### src/rtl/pulse_cal_pkg.sv
package pulse_cal_pkg;

  typedef enum logic [2:0] {
    PH_IDLE,
    PH_THRESH,
    PH_LENGTH,
    PH_ENERGY,
    PH_DONE
  } calPhase_e;

  typedef struct packed {
    logic      clearAll;
    calPhase_e phase;
    logic      lastObs;
  } calCtrl_t;

endpackage

### src/rtl/pulse_cal_ctrl.sv
module pulse_cal_ctrl
  import pulse_cal_pkg::*;
#(
  parameter int AVG_LOG2 = 10
) (
  input  logic     clk,
  input  logic     rst_n,
  input  logic     start,
  input  logic     obsEvent,
  output calCtrl_t ctrl,
  output logic     done
);

  calPhase_e           phase;
  logic [AVG_LOG2-1:0] obsCnt;
  logic                lastObs;

  assign lastObs = (obsCnt == '1);

  always_ff @(posedge clk or negedge rst_n) begin
    if (!rst_n) begin
      phase  <= PH_IDLE;
      obsCnt <= '0;
    end else if (start) begin
      phase  <= PH_THRESH;
      obsCnt <= '0;
    end else if (obsEvent) begin
      obsCnt <= obsCnt + 1'b1;
      if (lastObs) begin
        unique case (phase)
          PH_THRESH: phase <= PH_LENGTH;
          PH_LENGTH: phase <= PH_ENERGY;
          PH_ENERGY: phase <= PH_DONE;
          default:   phase <= phase;
        endcase
      end
    end
  end

  always_comb begin
    ctrl.clearAll = start;
    ctrl.phase    = phase;
    ctrl.lastObs  = lastObs;
  end

  assign done = (phase == PH_DONE);

  // the finished state is held until a new start
  a_r8_done_holds: assert property (@(posedge clk) disable iff (!rst_n)
    (phase == PH_DONE && !start) |=> (phase == PH_DONE));

  // start always lands in the threshold phase
  a_r9_start_restarts: assert property (@(posedge clk) disable iff (!rst_n)
    start |=> (phase == PH_THRESH && obsCnt == '0));

endmodule

### src/rtl/pulse_cal_dp.sv
module pulse_cal_dp
  import pulse_cal_pkg::*;
#(
  parameter int DATA_W   = 12,
  parameter int HW_W     = 8,
  parameter int AVG_LOG2 = 10,
  parameter int RUN_LEN  = 8,
  parameter int HOLDOFF  = 65536,
  parameter int LEN_W    = 8
) (
  input  logic                           clk,
  input  logic                           rst_n,
  input  calCtrl_t                       ctrl,
  input  logic signed [DATA_W-1:0]       sample,
  input  logic        [HW_W-1:0]         halfWidth,
  output logic        [HW_W-1:0]         threshold,
  output logic        [LEN_W-1:0]        avgLen,
  output logic signed [DATA_W+LEN_W-1:0] avgEnergy,
  output logic                           obsEvent
);

  localparam int EN_W    = DATA_W + LEN_W;
  localparam int ACC_W   = EN_W + AVG_LOG2;
  localparam int RUN_W   = $clog2(RUN_LEN + 1);
  localparam int HOLD_W  = $clog2(HOLDOFF + 1);
  localparam logic [LEN_W-1:0] LEN_MAX = '1;

  logic signed [DATA_W-1:0] hist [RUN_LEN-1];
  logic signed [EN_W-1:0]   winSum, sampleExt, curSum, obsVal, enFinal;
  logic signed [ACC_W-1:0]  acc, accNext, result;
  logic [RUN_W-1:0]         runCnt;
  logic [HOLD_W-1:0]        holdCnt;
  logic [LEN_W-1:0]         curLen, remain, remainInit;
  logic                     tracking, above, pulsePhase, inLen, inEn;
  logic                     runDone, acceptEvt, closeLen, closeEn;

  assign inLen      = (ctrl.phase == PH_LENGTH);
  assign inEn       = (ctrl.phase == PH_ENERGY);
  assign pulsePhase = inLen || inEn;
  assign above      = sample > $signed({{(DATA_W-HW_W){1'b0}}, threshold});
  assign sampleExt  = EN_W'(sample);

  // delay line of the previous RUN_LEN-1 samples
  always_ff @(posedge clk or negedge rst_n) begin
    if (!rst_n) hist[0] <= '0;
    else        hist[0] <= sample;
  end
  for (genvar g = 1; g < RUN_LEN - 1; g++) begin : g_hist
    always_ff @(posedge clk or negedge rst_n) begin
      if (!rst_n) hist[g] <= '0;
      else        hist[g] <= hist[g-1];
    end
  end

  always_comb begin
    winSum = sampleExt;
    for (int i = 0; i < RUN_LEN - 1; i++) winSum = winSum + EN_W'(hist[i]);
  end

  assign runDone    = pulsePhase && above && !tracking && (runCnt == RUN_W'(RUN_LEN - 1));
  assign acceptEvt  = runDone && (holdCnt == '0);
  assign remainInit = avgLen - LEN_W'(RUN_LEN);
  assign closeLen   = inLen && tracking && (!above || curLen == LEN_MAX);
  assign closeEn    = inEn && ((acceptEvt && remainInit == '0) ||
                               (tracking && remain == LEN_W'(1)));
  assign enFinal    = acceptEvt ? winSum : (curSum + sampleExt);
  assign obsEvent   = (ctrl.phase == PH_THRESH) || closeLen || closeEn;

  always_comb begin
    unique case (ctrl.phase)
      PH_THRESH: obsVal = EN_W'(halfWidth);
      PH_LENGTH: obsVal = EN_W'(curLen);
      default:   obsVal = enFinal;
    endcase
  end

  assign accNext = acc + ACC_W'(obsVal);
  assign result  = accNext >>> AVG_LOG2;

  always_ff @(posedge clk or negedge rst_n) begin
    if (!rst_n) begin
      runCnt <= '0;
    end else if (ctrl.clearAll || !pulsePhase || !above) begin
      runCnt <= '0;
    end else if (runCnt != RUN_W'(RUN_LEN)) begin
      runCnt <= runCnt + 1'b1;
    end
  end

  always_ff @(posedge clk or negedge rst_n) begin
    if (!rst_n)                   holdCnt <= '0;
    else if (ctrl.clearAll)       holdCnt <= '0;
    else if (closeLen || closeEn) holdCnt <= HOLD_W'(HOLDOFF);
    else if (holdCnt != '0)       holdCnt <= holdCnt - 1'b1;
  end

  always_ff @(posedge clk or negedge rst_n) begin
    if (!rst_n) begin
      tracking <= 1'b0;
      curLen   <= '0;
      remain   <= '0;
      curSum   <= '0;
    end else if (ctrl.clearAll || !pulsePhase) begin
      tracking <= 1'b0;
    end else if (inLen) begin
      if (acceptEvt) begin
        tracking <= 1'b1;
        curLen   <= LEN_W'(RUN_LEN);
      end else if (closeLen) begin
        tracking <= 1'b0;
      end else if (tracking) begin
        curLen <= curLen + 1'b1;
      end
    end else begin
      if (acceptEvt) begin
        tracking <= (remainInit != '0);
        remain   <= remainInit;
        curSum   <= winSum;
      end else if (tracking) begin
        tracking <= (remain != LEN_W'(1));
        remain   <= remain - 1'b1;
        curSum   <= curSum + sampleExt;
      end
    end
  end

  always_ff @(posedge clk or negedge rst_n) begin
    if (!rst_n) begin
      acc       <= '0;
      threshold <= '0;
      avgLen    <= '0;
      avgEnergy <= '0;
    end else if (ctrl.clearAll) begin
      acc       <= '0;
      threshold <= '0;
      avgLen    <= '0;
      avgEnergy <= '0;
    end else if (obsEvent) begin
      if (ctrl.lastObs) begin
        acc <= '0;
        unique case (ctrl.phase)
          PH_THRESH: threshold <= HW_W'(result);
          PH_LENGTH: avgLen    <= LEN_W'(result);
          default:   avgEnergy <= EN_W'(result);
        endcase
      end else begin
        acc <= accNext;
      end
    end
  end

  // the threshold moves only at the end of its own phase or on start
  a_r2_thresh_stable: assert property (@(posedge clk) disable iff (!rst_n)
    (ctrl.phase != PH_THRESH && !ctrl.clearAll) |=> $stable(threshold));

  // a detection needs the previous sample above threshold as well
  a_r3_run_before_accept: assert property (@(posedge clk) disable iff (!rst_n)
    acceptEvt |-> $past(above));

  // a pulse at the length cap is closed on the next sample
  a_r5_cap_closes: assert property (@(posedge clk) disable iff (!rst_n)
    (inLen && tracking && curLen == LEN_MAX) |=> !tracking);

  // no acceptance right after a pulse closes
  a_r6_holdoff_blocks: assert property (@(posedge clk) disable iff (!rst_n)
    (closeLen || closeEn) |=> !acceptEvt);

  // start clears every learned value
  a_r9_start_clears: assert property (@(posedge clk) disable iff (!rst_n)
    ctrl.clearAll |=> (threshold == '0 && avgLen == '0 && avgEnergy == '0));

endmodule

### src/rtl/pulse_stat_cal.sv
module pulse_stat_cal
  import pulse_cal_pkg::*;
#(
  parameter int DATA_W   = 12,
  parameter int HW_W     = 8,
  parameter int AVG_LOG2 = 10,
  parameter int RUN_LEN  = 8,
  parameter int HOLDOFF  = 65536,
  parameter int LEN_W    = 8
) (
  input  logic                           clk,
  input  logic                           rst_n,
  input  logic                           start,
  input  logic signed [DATA_W-1:0]       sample,
  input  logic        [HW_W-1:0]         halfWidth,
  output logic        [HW_W-1:0]         threshold,
  output logic        [LEN_W-1:0]        avgLen,
  output logic signed [DATA_W+LEN_W-1:0] avgEnergy,
  output logic                           done
);

  calCtrl_t ctrl;
  logic     obsEvent;

  pulse_cal_ctrl #(.AVG_LOG2(AVG_LOG2)) u_ctrl (
    .clk      (clk),
    .rst_n    (rst_n),
    .start    (start),
    .obsEvent (obsEvent),
    .ctrl     (ctrl),
    .done     (done)
  );

  pulse_cal_dp #(
    .DATA_W   (DATA_W),
    .HW_W     (HW_W),
    .AVG_LOG2 (AVG_LOG2),
    .RUN_LEN  (RUN_LEN),
    .HOLDOFF  (HOLDOFF),
    .LEN_W    (LEN_W)
  ) u_dp (
    .clk       (clk),
    .rst_n     (rst_n),
    .ctrl      (ctrl),
    .sample    (sample),
    .halfWidth (halfWidth),
    .threshold (threshold),
    .avgLen    (avgLen),
    .avgEnergy (avgEnergy),
    .obsEvent  (obsEvent)
  );

endmodule

### config.mk
export PLATFORM = sky130hd
export DESIGN_NAME = pulse_stat_cal
export DESIGN_NICKNAME = d
export VERILOG_FILES = /design/src/rtl/pulse_cal_pkg.sv /design/src/rtl/pulse_cal_ctrl.sv /design/src/rtl/pulse_cal_dp.sv /design/src/rtl/pulse_stat_cal.sv
export SDC_FILE = /design/constraint.sdc
export NUM_CORES = 1
export LEC_CHECK = 0
export ABC_AREA = 1
export ABC_CLOCK_PERIOD_IN_PS = 6950
export BUFFER_PORTS_ARGS = -buffer_cell sky130_fd_sc_hd__buf_4
export CAP_MARGIN = 40
export CORE_ASPECT_RATIO = 0.6
export CORE_MARGIN = 2
export CORE_UTILIZATION = 30
export CTS_CLUSTER_DIAMETER = 120
export DETAILED_ROUTE_END_ITERATION = 10
export PLACE_DENSITY_LB_ADDON = 0.1
export SLEW_MARGIN = 5
export SYNTH_ARGS = -nofsm -noshare
export SYNTH_HDL_FRONTEND = slang
export SYNTH_HIERARCHICAL = 1
export SYNTH_SLANG_ARGS = --single-unit
### constraint.sdc
create_clock -name clk -period 6.95 [get_ports clk]
set_input_delay 0.3475 -clock clk [delete_from_list [all_inputs] [get_ports clk]]
set_output_delay 0.3475 -clock clk [all_outputs]
set_load 0.005 [all_outputs]
==> flow_summary.html <==
<table>
<tr><th>Metric</th><th>Value</th></tr>
<tr><th colspan="2">Global route</th></tr>
<tr><td>Maximum number of pins on one net before global-route repair</td><td>139</td></tr>
<tr><td>Global-route wire length before repair</td><td>69600 um</td></tr>
<tr><td>Initial antenna violation count</td><td>0</td></tr>
<tr><td>Vias in the first global route</td><td>11600</td></tr>
<tr><td>Total grt overflow</td><td>0</td></tr>
<tr><td>Global Route Usage Sum</td><td>17.7%</td></tr>
<tr><th colspan="2">Worst setup path</th></tr>
<tr><td>Top delay family on crit path</td><td>adder cells</td></tr>
<tr><td>Data arrival at the endpoint of the critical path</td><td>7.14 ns</td></tr>
<tr><td>Worst reg-to-reg path cell count</td><td>29</td></tr>
<tr><td>Crit start category</td><td>input pin</td></tr>
<tr><td>Worst R2R Setup Slack</td><td>0.34 ns</td></tr>
<tr><td>Crit-path max cell delay</td><td>0.56 ns</td></tr>
<tr><td>Crit path required time</td><td>7.38 ns</td></tr>
<tr><td>Worst path depth</td><td>31</td></tr>
<tr><td>Type of destination of the critical path</td><td>flop</td></tr>
<tr><td>Highest-delay cell along the critical path</td><td>fa_1</td></tr>
<tr><td>CP Class</td><td>input pin to flop</td></tr>
<tr><td>Dominant cell type by count on the critical path</td><td>fa_1</td></tr>
<tr><td>Largest fanout of any net on the critical path</td><td>5</td></tr>
<tr><td>Worst path buffer plus inverter count</td><td>8</td></tr>
<tr><th colspan="2">Placement</th></tr>
<tr><td>Placement Cell Area</td><td>15900 um^2</td></tr>
<tr><td>Total placed cells including tap cells</td><td>2458</td></tr>
<tr><td>Number of port buffers</td><td>59</td></tr>
<tr><td>DPL Wire Length</td><td>33600 um</td></tr>
<tr><td>Worst slack after detailed placement</td><td>0.0869 ns</td></tr>
<tr><td>Global placer's final weighted congestion</td><td>0.926</td></tr>
<tr><th colspan="2">STA</th></tr>
<tr><td>Total count of hold-check failures in the final report</td><td>0</td></tr>
<tr><td>Relative slew margins</td><td>39.6%</td></tr>
<tr><td>Final number of max-transition violations</td><td>0</td></tr>
<tr><td>Transition time of the tightest slew-check pin</td><td>0.906 ns</td></tr>
<tr><td>Final-layout worst hold slack</td><td>0.103 ns</td></tr>
<tr><td>Worst clock skew on the final layout</td><td>0.0225 ns</td></tr>
<tr><td>Setup total negative slack</td><td>0 ns</td></tr>
<tr><td>F_max</td><td>0.149 GHz</td></tr>
<tr><td>Clock period minus worst slack</td><td>6.71 ns</td></tr>
<tr><td>Fin worst setup slack</td><td>0.240 ns</td></tr>
<tr><td>Setup-violating endpoint count in the final report</td><td>0</td></tr>
<tr><td>Final Cycle Share</td><td>96.5%</td></tr>
<tr><th colspan="2">Die</th></tr>
<tr><td>Die area</td><td>50700 um^2</td></tr>
<tr><td>Io pins</td><td>60</td></tr>
<tr><td>Die H</td><td>175 um</td></tr>
<tr><td>Core Area</td><td>48000 um^2</td></tr>
<tr><td>DIE WIDTH</td><td>289 um</td></tr>
<tr><td>Effective utilization at floorplan</td><td>30.5%</td></tr>
<tr><td>Placement row count</td><td>62</td></tr>
<tr><th colspan="2">Run status</th></tr>
<tr><td>Run status</td><td>completed</td></tr>
<tr><th colspan="2">Pwr</th></tr>
<tr><td>Post-layout power</td><td>4.95 mW</td></tr>
<tr><td>Leakage power figure</td><td>8.66 nW</td></tr>
<tr><td>Pwr/cell area</td><td>292 nW/um^2</td></tr>
<tr><td>Peak supply drop</td><td>0.176 mV</td></tr>
<tr><th colspan="2">Cells and area</th></tr>
<tr><td>Nets</td><td>2040</td></tr>
<tr><td>Non-Filler Cell Area, Final</td><td>17000 um^2</td></tr>
<tr><td>Most used cells in the layout excluding fill and tap cells</td><td>nand2_1, inv_1, dfrtp_1</td></tr>
<tr><td>Most common cell after layout, fill and taps aside</td><td>nand2_1</td></tr>
<tr><td>Share of cells above drive strength 1</td><td>9.60%</td></tr>
<tr><td>Number of inserted diodes</td><td>0</td></tr>
<tr><td>Final standard cell count with taps included and fillers excluded</td><td>2515</td></tr>
<tr><td>Layout area overhead</td><td>15.9%</td></tr>
<tr><td>Utilization of the core after routing</td><td>35.3%</td></tr>
<tr><th colspan="2">Detailed routing</th></tr>
<tr><td>Ratio of routed vias to standard cells</td><td>4.65</td></tr>
<tr><td>Vias</td><td>11700</td></tr>
<tr><td>Starting DRC count in detailed routing</td><td>873</td></tr>
<tr><td>Number of detailed-routing iterations run before antenna repair</td><td>7</td></tr>
<tr><td>Drt total wl</td><td>43100 um</td></tr>
<tr><td>Per-cell routed wire length</td><td>17.1 um</td></tr>
<tr><td>Count of unresolved DRC violations after routing</td><td>0</td></tr>
<tr><td>Remaining number of nets flagged by the antenna check after routing</td><td>0</td></tr>
<tr><th colspan="2">Synth</th></tr>
<tr><td>Part of the Yosys area used for sequential elements</td><td>37.8%</td></tr>
<tr><td>Synth Instances</td><td>1761</td></tr>
<tr><td>EDFF count, synth</td><td>0</td></tr>
<tr><td>Post-synthesis async set-or-reset flop share</td><td>100%</td></tr>
<tr><td>Register bit count reported by yosys</td><td>221</td></tr>
<tr><td>Synth area leader</td><td>dfrtp_1</td></tr>
<tr><td>Number of synthesis warnings</td><td>6</td></tr>
<tr><td>Post-synthesis instance area</td><td>14600 um^2</td></tr>
<tr><td>Synth Flop Type</td><td>dfrtp_1</td></tr>
<tr><td>Mean post-synth cell area</td><td>8.32 um^2</td></tr>
<tr><td>Number of nets in the synthesized netlist</td><td>1943</td></tr>
<tr><td>Cells taking the most area after synthesis</td><td>dfrtp_1, fa_1, nand2_1</td></tr>
<tr><td>Yosys cell types</td><td>54</td></tr>
<tr><td>Fraction of synthesized cell area taken by the top area cell type</td><td>37.8%</td></tr>
<tr><th colspan="2">Clock tree</th></tr>
<tr><td>Buffer type at the clock tree root</td><td>clkbuf_16</td></tr>
<tr><td>Clock transition at the register clock pins on the worst setup and hold paths after CTS</td><td>0.07 ns</td></tr>
<tr><td>Clock latency at the later pin of the worst-skew pair</td><td>0.55 ns</td></tr>
<tr><td>Total clock buffers created by CTS</td><td>25</td></tr>
<tr><td>Sinks on Clock Net</td><td>221</td></tr>
<tr><td>Buffer levels on the longest clock path</td><td>3</td></tr>
<tr><td>TritonCTS clock tree</td><td>done</td></tr>
<tr><td>Number of H-tree levels</td><td>1</td></tr>
<tr><th colspan="2">Job</th></tr>
<tr><td># Max-Cap Violations</td><td>0</td></tr>
<tr><th colspan="2">Hold path</th></tr>
<tr><td>Cells on Worst Hold Path</td><td>2</td></tr>
<tr><td>Min-delay worst type</td><td>input pin to flop</td></tr>
</table>
==> cells by family (layout without fill, tap and decap cells) <==
group	count (synthesis)	after routing	synth area share (%)
AO/OA/AOI/OAI	244	244	9.48
AND/OR/NAND/NOR	709	709	21.0
XOR/XNOR	73	73	4.37
multiplexers	6	6	0.419
adder cells (fa/ha/maj)	159	159	17.6
flip-flops	221	221	37.8
buffers and inverters	349	463	9.38
==> metal layers <==
metal	share of wire [%]	global-route usage (%)	wire length, um	vias to the layer above
met4	1.2	2.43	509	0
li1	-	-	-	5787
met3	6.6	3.81	2850	31
met2	36	22.0	15500	281
met5	0	0	0	-
met1	56	30.4	24300	5592
==> path summary, 6_finish.rpt <==
path / startpoint / end
setup / recovery: sample[2] / u_dp/threshold[7]$_DFFE_PN0P_
hold / removal: sample[7] / u_dp/hist[79]$_DFF_PN0_
setup reg to reg: u_dp/hist[35]$_DFF_PN0_ / u_dp/threshold[7]$_DFFE_PN0P_
hold reg to reg: u_dp/hist[30]$_DFF_PN0_ / u_dp/hist[18]$_DFF_PN0_
max in group asynchronous: rst_n / u_dp/hist[71]$_DFF_PN0_
min in group asynchronous: rst_n / u_dp/hist[13]$_DFF_PN0_
==> registers in the layout (all words and copies together) (netlist names) <==
name	flops
u_dp/remain	8
u_dp/curSum	20
u_dp/holdCnt	17
u_dp/curLen	8
u_dp/tracking	1
u_ctrl/phase	3
u_dp/hist	84
u_dp/avgEnergy	20
u_dp/runCnt	4
u_dp/avgLen	8
u_dp/threshold	8
u_dp/acc	30
u_ctrl/obsCnt	10
==> power by group <==
part	total (mW)	internal, mW	leakage (nW)	switching [mW]
clock network	1.41	0.831	0.406	0.579
logic	2.12	0.810	5.43	1.31
registers	1.42	1.37	2.82	0.0550
total	4.95	3.01	8.66	1.94
==> synthesized netlist by cell type (all sizes together), types with 4 or more instances <==
| library cell | count |
|---|---|
| o21ai | 104 |
| xor2 | 47 |
| a21o | 5 |
| nor4 | 13 |
| nand2 | 380 |
| a31oi | 14 |
| nand4 | 20 |
| nor2 | 135 |
| a21boi | 4 |
| nand3 | 122 |
| o21bai | 10 |
| xnor2 | 26 |
| fa | 78 |
| nand3b | 6 |
| a21oi | 89 |
| ha | 81 |
| or2 | 11 |
| o211ai | 5 |
| nor3 | 18 |
| inv | 316 |
| buf | 21 |
| dfrtp | 221 |
| clkbuf | 9 |
| mux2i | 5 |
==> final cells by class <==
cell class / count / area [um^2]
Fill cell: 5033 / 31100
Multi-Input combinational cell: 1191 / 7790
Sequential cell: 221 / 5530
Inverter: 319 / 1200
Tap cell: 640 / 801
Timing Repair Buffer: 100 / 798
Clock buffer: 33 / 676
Clock inverter: 11 / 164
==> what timing repair did <==
| item | in CTS | in global routing |
|---|---|---|
| endpoints found under the setup margin | 0 | 15 |
| hold buffers | 11 | 0 |
| gates resized for setup | 0 | 12 |
| endpoints found under the hold margin | 93 | 0 |
| setup buffers | 0 | 2 |
Note: power is estimated with default switching activity, not from simulation.
